$ cat config.mk
export PLATFORM = sky130hd
export DESIGN_NAME = host_mbox_unit
export DESIGN_NICKNAME = d
export VERILOG_FILES = /design/src/rtl/mbox_pkg.sv /design/src/rtl/mbox_sig_check.sv /design/src/rtl/mbox_lock.sv /design/src/rtl/mbox_stuck_timer.sv /design/src/rtl/mbox_arg_bank.sv /design/src/rtl/host_mbox_unit.sv
export SDC_FILE = /design/constraint.sdc
export NUM_CORES = 1
export LEC_CHECK = 0
export BUFFER_PORTS_ARGS = -buffer_cell sky130_fd_sc_hd__buf_2
export CORE_MARGIN = 3
export CORE_UTILIZATION = 64
export DETAILED_ROUTE_END_ITERATION = 16
export PLACE_DENSITY = 0.86
export SYNTH_ARGS = -nofsm -noshare
export SYNTH_HDL_FRONTEND = slang
export SYNTH_SLANG_ARGS = --single-unit
$ cat constraint.sdc
create_clock -name clk -period 5.1 [get_ports clk]
set_input_delay 1.02 -clock clk [delete_from_list [all_inputs] [get_ports clk]]
set_output_delay 1.02 -clock clk [all_outputs]
set_load 0.05 [all_outputs]
$ cat src/rtl/mbox_pkg.sv
package mbox_pkg;

    localparam int unsigned WORD_W   = 32;
    localparam int unsigned CMD_FLAG = 31;
    localparam logic [15:0] ID_MAGIC = 16'hCAFE;
    localparam logic [7:0]  FN_LIMIT = 8'd8;
    localparam logic [WORD_W-1:0] RSP_TIMEOUT = 32'h0000_0003;
    localparam logic [30:0] CODE_FIRST = 31'h01;
    localparam logic [30:0] CODE_LAST  = 31'h12;
    localparam logic [30:0] HOLE_FIRST = 31'h0B;
    localparam logic [30:0] HOLE_LAST  = 31'h0D;

    typedef enum logic [1:0] {
        MB_IDLE,
        MB_PENDING,
        MB_ANSWERED,
        MB_EXPIRED
    } mb_state_e;

    function automatic logic cmd_code_ok(input logic [WORD_W-1:0] w);
        logic in_range;
        logic in_hole;
        in_range = (w[30:0] >= CODE_FIRST) && (w[30:0] <= CODE_LAST);
        in_hole  = (w[30:0] >= HOLE_FIRST) && (w[30:0] <= HOLE_LAST);
        return w[CMD_FLAG] && in_range && !in_hole;
    endfunction

endpackage

$ cat src/rtl/mbox_sig_check.sv
module mbox_sig_check
    import mbox_pkg::*;
(
    input  logic [15:0] magic_i,
    input  logic [7:0]  fn_i,
    output logic        valid_o
);
    always_comb begin
        valid_o = (magic_i == ID_MAGIC) && (fn_i < FN_LIMIT);
    end
endmodule

$ cat src/rtl/mbox_lock.sv
module mbox_lock (
    input  logic clk,
    input  logic rst_n,
    input  logic try_i,
    input  logic release_i,
    input  logic force_free_i,
    output logic grant_o,
    output logic held_o
);
    typedef struct packed {
        logic held;
    } lock_s;

    lock_s l_d, l_q;

    always_comb begin
        l_d     = l_q;
        grant_o = 1'b0;
        if (force_free_i) begin
            l_d.held = 1'b0;
        end else if (try_i && !l_q.held) begin
            l_d.held = 1'b1;
            grant_o  = 1'b1;
        end else if (release_i) begin
            l_d.held = 1'b0;
        end
    end

    always_ff @(posedge clk) begin
        if (!rst_n) l_q <= '0;
        else        l_q <= l_d;
    end

    assign held_o = l_q.held;
endmodule

$ cat src/rtl/mbox_stuck_timer.sv
module mbox_stuck_timer #(
    parameter int unsigned CNT_W = 16
) (
    input  logic             clk,
    input  logic             rst_n,
    input  logic             run_i,
    input  logic             restart_i,
    input  logic [CNT_W-1:0] limit_i,
    output logic             expire_o
);
    typedef struct packed {
        logic [CNT_W-1:0] cnt;
    } tmr_s;

    tmr_s t_d, t_q;

    always_comb begin
        t_d      = t_q;
        expire_o = run_i && !restart_i && (limit_i != '0)
                   && (t_q.cnt == limit_i - CNT_W'(1));
        if (!run_i || restart_i) t_d.cnt = '0;
        else                     t_d.cnt = t_q.cnt + CNT_W'(1);
    end

    always_ff @(posedge clk) begin
        if (!rst_n) t_q <= '0;
        else        t_q <= t_d;
    end
endmodule

$ cat src/rtl/mbox_arg_bank.sv
module mbox_arg_bank #(
    parameter int unsigned N_ARGS = 3,
    parameter int unsigned WORD_W = 32
) (
    input  logic                          clk,
    input  logic                          rst_n,
    input  logic [N_ARGS-1:0]             host_we_i,
    input  logic [N_ARGS-1:0]             dev_we_i,
    input  logic [WORD_W-1:0]             host_wdata_i,
    input  logic [WORD_W-1:0]             dev_wdata_i,
    output logic [N_ARGS-1:0][WORD_W-1:0] args_o
);
    logic [N_ARGS-1:0][WORD_W-1:0] args_d, args_q;

    for (genvar g = 0; g < N_ARGS; g++) begin : g_arg
        always_comb begin
            if (host_we_i[g])     args_d[g] = host_wdata_i;
            else if (dev_we_i[g]) args_d[g] = dev_wdata_i;
            else                  args_d[g] = args_q[g];
        end
    end

    always_ff @(posedge clk) begin
        if (!rst_n) args_q <= '0;
        else        args_q <= args_d;
    end

    assign args_o = args_q;
endmodule

$ cat src/rtl/host_mbox_unit.sv
module host_mbox_unit
    import mbox_pkg::*;
#(
    parameter int unsigned N_ARGS = 3,
    parameter int unsigned ADDR_W = 3,
    parameter int unsigned TMO_W  = 16
) (
    input  logic              clk,
    input  logic              rst_n,
    input  logic              host_wr,
    input  logic              host_rd,
    input  logic [ADDR_W-1:0] host_addr,
    input  logic [31:0]       host_wdata,
    output logic [31:0]       host_rdata,
    input  logic              dev_wr,
    input  logic              dev_rd,
    input  logic [ADDR_W-1:0] dev_addr,
    input  logic [31:0]       dev_wdata,
    output logic [31:0]       dev_rdata,
    input  logic [TMO_W-1:0]  stuck_limit,
    output logic              stuck_irq,
    output logic              cmd_error
);
    localparam logic [ADDR_W-1:0] A_CMD  = '0;
    localparam logic [ADDR_W-1:0] A_SIG  = ADDR_W'(N_ARGS + 1);
    localparam logic [ADDR_W-1:0] A_LOCK = ADDR_W'(N_ARGS + 2);

    typedef struct packed {
        mb_state_e         st;
        logic [WORD_W-1:0] cmd;
        logic [WORD_W-1:0] sig;
        logic [WORD_W-1:0] hrd;
        logic [WORD_W-1:0] drd;
        logic              irq;
        logic              err;
    } mb_s;

    mb_s r_d, r_q;

    logic [N_ARGS-1:0][WORD_W-1:0] args;
    logic [N_ARGS-1:0] h_arg_we, d_arg_we;
    logic sig_valid, lock_held, lock_grant;
    logic h_cmd_wr, d_cmd_wr, h_clear, cmd_accept, cmd_reject, rsp_accept;
    logic expire, stuck_fire, lock_try, lock_rel, tmr_run;
    logic [WORD_W-1:0] cmd_word;

    for (genvar g = 0; g < N_ARGS; g++) begin : g_we
        assign h_arg_we[g] = host_wr && (host_addr == ADDR_W'(g + 1));
        assign d_arg_we[g] = dev_wr  && (dev_addr  == ADDR_W'(g + 1));
    end

    mbox_arg_bank #(.N_ARGS(N_ARGS), .WORD_W(WORD_W)) u_args (
        .clk(clk), .rst_n(rst_n),
        .host_we_i(h_arg_we), .dev_we_i(d_arg_we),
        .host_wdata_i(host_wdata), .dev_wdata_i(dev_wdata),
        .args_o(args)
    );

    mbox_sig_check u_sig (
        .magic_i(r_q.sig[31:16]), .fn_i(r_q.sig[7:0]), .valid_o(sig_valid)
    );

    assign lock_try = host_rd && (host_addr == A_LOCK);
    assign lock_rel = host_wr && (host_addr == A_LOCK) && (host_wdata == '0);

    mbox_lock u_lock (
        .clk(clk), .rst_n(rst_n),
        .try_i(lock_try), .release_i(lock_rel), .force_free_i(stuck_fire),
        .grant_o(lock_grant), .held_o(lock_held)
    );

    assign tmr_run = (r_q.st == MB_PENDING) || (r_q.st == MB_ANSWERED);

    mbox_stuck_timer #(.CNT_W(TMO_W)) u_tmr (
        .clk(clk), .rst_n(rst_n),
        .run_i(tmr_run), .restart_i(rsp_accept || h_clear),
        .limit_i(stuck_limit), .expire_o(expire)
    );

    always_comb begin
        h_cmd_wr   = host_wr && (host_addr == A_CMD);
        d_cmd_wr   = dev_wr  && (dev_addr  == A_CMD);
        h_clear    = h_cmd_wr && (host_wdata == '0);
        cmd_accept = h_cmd_wr && !h_clear && cmd_code_ok(host_wdata)
                     && (r_q.cmd == '0) && lock_held && sig_valid;
        cmd_reject = h_cmd_wr && !h_clear && !cmd_accept;
        rsp_accept = d_cmd_wr && !h_cmd_wr && !dev_wdata[CMD_FLAG]
                     && (dev_wdata != '0) && (r_q.st == MB_PENDING);
        stuck_fire = expire && !h_clear;
    end

    function automatic logic [WORD_W-1:0] word_at(
        input logic [ADDR_W-1:0]             a,
        input logic [WORD_W-1:0]             c,
        input logic [WORD_W-1:0]             s,
        input logic [N_ARGS-1:0][WORD_W-1:0] ar,
        input logic                          lk);
        logic [WORD_W-1:0] v;
        v = '0;
        if (a == A_CMD)       v = c;
        else if (a == A_SIG)  v = s;
        else if (a == A_LOCK) v = {{(WORD_W-1){1'b0}}, lk};
        else begin
            for (int i = 0; i < N_ARGS; i++) begin
                if (a == ADDR_W'(i + 1)) v = ar[i];
            end
        end
        return v;
    endfunction

    always_comb begin
        r_d     = r_q;
        r_d.irq = 1'b0;
        if (h_clear) begin
            r_d.cmd = '0;
            r_d.st  = MB_IDLE;
        end else if (stuck_fire) begin
            r_d.cmd = RSP_TIMEOUT;
            r_d.st  = MB_EXPIRED;
            r_d.irq = 1'b1;
        end else if (rsp_accept) begin
            r_d.cmd = dev_wdata;
            r_d.st  = MB_ANSWERED;
        end else if (cmd_accept) begin
            r_d.cmd = host_wdata;
            r_d.st  = MB_PENDING;
        end
        if (cmd_reject) r_d.err = 1'b1;
        if (host_wr && (host_addr == A_SIG)) r_d.sig = host_wdata;
        if (host_rd) r_d.hrd = word_at(host_addr, r_q.cmd, r_q.sig, args, lock_grant);
        if (dev_rd)  r_d.drd = word_at(dev_addr, r_q.cmd, r_q.sig, args, lock_held);
    end

    always_ff @(posedge clk) begin
        if (!rst_n) begin
            r_q    <= '0;
            r_q.st <= MB_IDLE;
        end else begin
            r_q <= r_d;
        end
    end

    assign cmd_word   = r_q.cmd;
    assign host_rdata = r_q.hrd;
    assign dev_rdata  = r_q.drd;
    assign stuck_irq  = r_q.irq;
    assign cmd_error  = r_q.err;
endmodule

# Yosys cells after proc, flatten, opt, wreduce, memory -nomap -nowiden
# Index checks and enable logic that the tools add are counted.
[word_totals]
latch_bits = 0
elab_cells = 121
output_inout_bits = 66
inputBits = 92
memories = 0
mem_bits_rw = 0
ff_bits = 245
rom_bits = 0
[op_classes]
n_lt_le_gt_ge = 5
n_eq_ne = 14
n_mux = 26
n_addsub = 2
n_reduce_logical = 60
n_bitwise = 1
shift = 0
div_mod_pow = 0
multipliers = 0
[ops]
columns = ["operator", "count"]
rows = [
  ["2-to-1 mux 32 bit", 18],
  ["2-to-1 mux 34 bit", 3],
  ["logical NOT 32 bit", 2],
  ["logical AND 1 bit", 33],
  ["nonzero test 32 bit", 1],
  [">= comparator 31 x 1 -> 1 bit (second input constant)", 1],
  [">= comparator 31 x 4 -> 1 bit (second input constant)", 1],
  ["<= comparator 31 x 4 -> 1 bit (second input constant)", 1],
  ["<= comparator 31 x 5 -> 1 bit (second input constant)", 1],
  ["adder 16 x 1 -> 16 bit (second input constant)", 1],
  ["== test 16 bit", 1],
  ["== test 16 bit (second input constant)", 1],
  ["nonzero test 16 bit", 1],
  ["subtractor 16 x 1 -> 16 bit (second input constant)", 1],
  ["== test 3 x 2 -> 1 bit (second input constant)", 4],
  ["== test 3 bit (second input constant)", 4],
  ["nonzero test 2 bit", 5],
  ["logical NOT 1 bit", 8],
  ["less-than comparator 8 x 4 -> 1 bit (second input constant)", 1],
  ["== test 3 x 1 -> 1 bit (second input constant)", 2],
  ["logical NOT 3 bit", 2],
  ["OR reduction 2 bit", 3],
  ["2-to-1 mux 1 bit", 5],
  ["logical OR 1 bit", 3],
  ["5 further kinds", 5],
]

# Longest topological paths before layout
[depth]
word_depth = 17
depth_mapped = 10
depth_no_buf = 8

# Cells and area by module
# From an unflattened synthesis, not the netlist that was laid out.
[hier_totals]
hier_cells = 1437
area_unflattened_um2 = 14332.5
[modules_own_cells]
columns = ["module", "area_per_inst_um2", "seq_area_each_um2", "cells_per_inst", "instances"]
rows = [
  ["host_mbox_unit", 7658.6, 2642.5, 847, 1],
  ["mbox_arg_bank", 5333.9, 1921.8, 425, 1],
  ["mbox_stuck_timer", 1221.2, 320.3, 152, 1],
  ["mbox_sig_check", 73.8, 0.0, 8, 1],
  ["mbox_lock", 45.0, 20.0, 5, 1],
]

# Worst setup path before layout
# OpenSTA, ideal clock, no wires.
[synth_path]
path_type = "input to register"
from = "input port stuck_limit[7]"
to = "register u_lock.l_q, in the netlist u_lock.held_o"
path_slack_ns = 1.670
t_required_ns = 4.985
stages = 8
setup_time_ns = 0.115
t_arrival_ns = 3.314
cell_sequence = "buf_2 -> nor4_4 -> nand3b_1 -> or4_1 -> a2111o_1 -> or4_1 -> buf_2 -> and3_1"
[synth_between]
elab_chain_cells = 5
elab_cells_between_ends = 7
classes_between = "1 x add/sub; 1 x eq/ne; 5 x reduce/logical"
[synth_rtl]
columns = ["element", "line", "source"]
rows = [
  ["start, declared", "host_mbox_unit.sv:20", "input logic [TMO_W-1:0] stuck_limit,"],
  ["subtractor 16 x 1 -> 16 bit / nonzero test 16 bit (equally long branches)", "mbox_stuck_timer.sv:20, mbox_stuck_timer.sv:19", ""],
  ["== test 16 bit / logical AND 1 bit (equally long branches)", "mbox_stuck_timer.sv:20, mbox_stuck_timer.sv:19", ""],
  ["logical AND 1 bit *", "mbox_stuck_timer.sv:20", "&& (t_q.cnt == limit_i - CNT_W'(1));"],
  ["logical AND 1 bit *", "host_mbox_unit.sv:89", "stuck_fire = expire && !h_clear;"],
  ["OR reduction 2 bit (no source line) *", "-", ""],
  ["end signal, assigned", "mbox_lock.sv:31", "else l_q <= l_d;"],
  ["end, declared", "mbox_lock.sv:14", "lock_s l_d, l_q;"],
]
# Mark *: on every way between the ends. The rest lies on a longest branch, timed or not.
# A chain may end at the register's enable or synchronous reset.

# Worst setup path after layout
[layout_path]
from = "input port dev_wdata[30]"
to = "register u_lock.l_q, in the netlist u_lock.held_o"
[layout_between]
elab_chain_cells = 10
[layout_rtl]
columns = ["element", "line", "source"]
rows = [
  ["start, declared", "host_mbox_unit.sv:18", "input logic [31:0] dev_wdata,"],
  ["nonzero test 32 bit", "host_mbox_unit.sv:88", "&& (dev_wdata != '0) && (r_q.st == MB_PENDING);"],
  ["logical AND 1 bit (2 in series)", "host_mbox_unit.sv:88", ""],
  ["logical OR 1 bit", "host_mbox_unit.sv:76", ".run_i(tmr_run), .restart_i(rsp_accept || h_clear),"],
  ["logical NOT 1 bit", "mbox_stuck_timer.sv:19", "expire_o = run_i && !restart_i && (limit_i != '0)"],
  ["logical AND 1 bit (2 in series)", "mbox_stuck_timer.sv:19", ""],
  ["logical AND 1 bit", "mbox_stuck_timer.sv:20", ""],
  ["logical AND 1 bit", "host_mbox_unit.sv:89", ""],
  ["OR reduction 2 bit (no source line)", "-", ""],
]
# No other way between the ends.

==> out/summary.log <==
qor: outcome.outcome finished, final reports clean
qor: logic_synthesis.ys_types 60
qor: critical_path.path_cells buf_2 > nor4_1 > nand4_1 > o2111ai_4 > o211ai_1 > or4_1 > and3_1
qor: clock_tree.cts.repair_timing.setup_buffer_count 0
qor: logic_synthesis.yosys-mux-area-fraction 0.200
qor: logic_synthesis.synth_top_family_by_area multiplexers
qor: logic_synthesis.most_used_standard_cell_by_instance_count_after_synthesis sky130_fd_sc_hd__dfxtp_1
qor: logic_synthesis.synth_adder_area_share 0.00282
qor: floorplanning.initial_core_utilization 0.654
qor: layout.layout.nets 1489
qor: layout.postLayoutCellArea 0.0146 sq mm
qor: layout.fillers 1457
qor: sta.clock.fmax 0.289 GHz
qor: clock_tree.max_root_sink_buffers 3
qor: logic_synthesis.synth_commonest_cells 245 x sky130_fd_sc_hd__dfxtp_1, 172 x sky130_fd_sc_hd__nand2_1, 123 x sky130_fd_sc_hd__mux2i_1
qor: logic_synthesis.synth_compound_gate_area_share 0.159
qor: place.globalplace.congestion 0.883
qor: clock_tree.clock_sinks 245
qor: logic_synthesis.post_synthesis_instance_total 1368
qor: logic_synthesis.synth_top_flop_cell sky130_fd_sc_hd__dfxtp_1
qor: place.dpl.cell_count 1636
qor: power_and_ir_drop.power_leakage 0.00685 uW
qor: sta.grt_setup_unrepaired no
qor: place.portBuffers 157
qor: floorplanning.die_extent_in_x 150 um
qor: logic_synthesis.async_flop_share 0
qor: place.detailed_place.area 0.0138 sq mm
qor: critical_path.worst-r2r-setup-slack 2.32 ns
qor: sta.worst_margin_pin_slew 1.16 ns
qor: critical_path.critical_path.n_buffers_inverters 1
qor: power_and_ir_drop.vdd_drop_max 0.261 mV
qor: clock_tree.ctsHtreeMaxLevel 1
qor: logic_synthesis.synth_edf_count 0
qor: sta.maximum_clock_skew_at_final_layout 0.0153 ns
qor: sta.period_minus_slack 3.46 ns
qor: critical_path.timing.critical_path.from_type input pin
qor: sta.hold_viol_final 0
qor: floorplanning.die_area 0.0226 sq mm
qor: routing.detail_route.wl_per_cell 23.2 um
qor: place.dp_hpwl 26000 um
qor: power_and_ir_drop.power_density 308 mW/mm^2
qor: critical_path.slowest_stage sky130_fd_sc_hd__or4_1
qor: floorplanning.die-height 150 um
qor: floorplanning.io_pins 158
qor: grt.gr-total-overflow 0
qor: critical_path.cp.required 5.53 ns
qor: routing.detailedRoute.firstIterationViolations 1201
qor: logic_synthesis.synthesis.nets 1463
qor: routing.postRouteWirelength 39000 um
qor: sta.setup_viol 0
qor: logic_synthesis.synth-xor-area-share 0.0191
qor: logic_synthesis.synth.ff_latch_count 245
qor: min_path.holdCritStartpoint host_rdata[27]
qor: clock_tree.tritoncts.num_buffers 26
qor: min_path.holdPathEnd host_rdata[27]
qor: layout.layout.cells.non_filler 1682
qor: grt.antenna_found_initial 2
qor: routing.drt_pass1_iterations 5
qor: critical_path.r2r-end u_lock.held_o
qor: clock_tree.clkSlewWorstSetupHoldPaths 0.06 ns
qor: routing.postRouteAntennaNets 0
qor: logic_synthesis.area_share_of_the_largest_cell_type_after_synthesis 0.368
qor: logic_synthesis.synthesis.area 0.0133 sq mm
qor: sta.worst_slew_margin_rel 0.227
qor: critical_path.timing.setup.critical_path_class input pin to flop
qor: flow_run.maxCapViolations 0
qor: floorplanning.row_count 52
qor: critical_path.crit_reg_reg_startpoint u_tmr.t_q[10]
qor: grt.first_global_vias 11.1k
qor: sta.post-route-period-util 0.678
qor: logic_synthesis.postSynthAreaPerCell 9.74 sq um
qor: layout.area.growth.synth_to_final 9.60%
qor: layout.layout-drive-gt1-share 0.215
qor: clock_tree.cts-resized-gates 0
qor: grt.largest_net_degree_at_the_start_of_global_routing 85
qor: clock_tree.clock_tree_from_tritoncts done
qor: critical_path.cp_slowest_stage_delay 0.69 ns
qor: min_path.hold-path-cell-count 2
qor: clock_tree.clock_tree.root_cell sky130_fd_sc_hd__clkbuf_16
qor: sta.finalMaxSlewViolations 0
qor: routing.vias 11.6k
qor: floorplanning.floorplan.core_area 0.0204 sq mm
qor: grt.wire_length_of_the_first_global_routing_pass 60600 um
qor: critical_path.worst-endpoint-arrival 3.89 ns
qor: logic_synthesis.synth.yosys.seq_area_share 0.368
qor: power_and_ir_drop.design_power_total 4500 uW
qor: clock_tree.clock_latency 0.54 ns
qor: routing.drc 0
qor: critical_path.crit_fanout 19
qor: critical_path.cp-end-kind flop
qor: sta.fin_tns_setup 0 ns
qor: logic_synthesis.post-synth-top-area-cell sky130_fd_sc_hd__dfxtp_1
qor: min_path.min_path_type flop to flop
qor: logic_synthesis.netlist_top_cells_area sky130_fd_sc_hd__dfxtp_1 37%, sky130_fd_sc_hd__mux4_2 11%, sky130_fd_sc_hd__mux2i_1 9.2%, sky130_fd_sc_hd__o211a_1 7.3%, sky130_fd_sc_hd__nand2_1 4.8%
qor: critical_path.worstRegToRegCells 6
qor: critical_path.cp_top_family simple AND/OR/NAND/NOR gates
qor: logic_synthesis.synth_warnings 0
qor: routing.routed_via_density 6.87
qor: logic_synthesis.synth_simple_gate_area_frac 0.177
qor: grt.grt_util_all_layers 0.339
qor: clock_tree.cts-hold-fix-buffers 0
-- registers in the layout, indices dropped and copies added, names as in the netlist --
name,count
u_args.args_o,96
r_q,34
cmd_word,32
u_tmr.t_q,16
host_rdata,32
u_lock.held_o,1
dev_rdata,32
stuck_irq,1
cmd_error,1
-- tightest hold or removal path: stages (launching register included) --
cell and delay, ns:
sky130_fd_sc_hd__dfxtp_1 0.30, sky130_fd_sc_hd__nor2_1 0.08, sky130_fd_sc_hd__nor3b_1 0.05
-- how the worst max path moves through the flow --
stage / start / endpoint / slack, ns / cells after the start
after detailed placement: dev_wdata[30] / u_lock.held_o / 1.17 / 7
after global routing: dev_wdata[30] / u_lock.held_o / 1.53 / 7
after floorplan: stuck_limit[7] / u_lock.held_o / 1.67 / 8
after CTS: dev_wdata[30] / u_lock.held_o / 1.72 / 7
final: dev_wdata[30] / u_lock.held_o / 1.64 / 7
after global placement: dev_wdata[30] / u_lock.held_o / 1.24 / 7
-- layout by cell type, fill, tap and decap left out, drive strengths merged, types with 9 or more instances in the layout --
master	count
a211oi	11
a21boi	32
a221oi	63
buf	184
clkbuf	37
dfxtp	245
inv	10
mux2i	123
mux4	63
nand2	172
nand3	11
nand4	9
nor2	97
nor3	38
nor3b	63
nor4	32
o211a	97
xnor2	15
xor2	14
-- power breakdown --
part	total (uW)	leakage, uW	internal [uW]	switching (uW)
logic	631	0.00444	225	406
clock network	1830	0.000408	1060	773
registers	2030	0.00200	1990	47.0
total	4500	0.00685	3270	1230
-- logic make-up after synthesis --
group,Yosys count
multiplexers,187
flip-flops,245
buffers and inverters,196
XOR/XNOR,29
AO/OA/AOI/OAI,240
adder cells (fa/ha/maj),3
AND/OR/NAND/NOR,468
-- metrics by stage --
stage / utilization / hold WS, ns / setup slack [ns]
final: 0.717 / 0.476 / 1.64
after global routing: 0.717 / 0.497 / 1.53
after CTS: 0.717 / 0.480 / 1.72
after detailed placement: 0.676 / 0.461 / 1.17
after global placement: 0.676 / 0.458 / 1.24
after floorplan: - / 0.452 / 1.67
-- area by class of cell --
cell class	instances	area, sq um	area share
well taps	270	338	0.0231
diodes	1	2.50	0.000171
multi-input cells	927	7490	0.513
repair buffers	184	1000	0.0687
clock inverters	8	80.1	0.00548
clock buffers	37	742	0.0508
inverters	10	37.5	0.00257
flip-flops and latches	245	4900	0.336
-- layer usage --
metal / global-route usage / wire length (um) / vias to the layer above
met4: 0.163 / 1860 / 2
met1: 0.433 / 14000 / 5506
met3: 0.0623 / 4710 / 156
li1: - / - / 5100
met2: 0.555 / 18400 / 791
met5: 0 / 13 / -
Note: power is estimated with default switching activity, not from simulation.
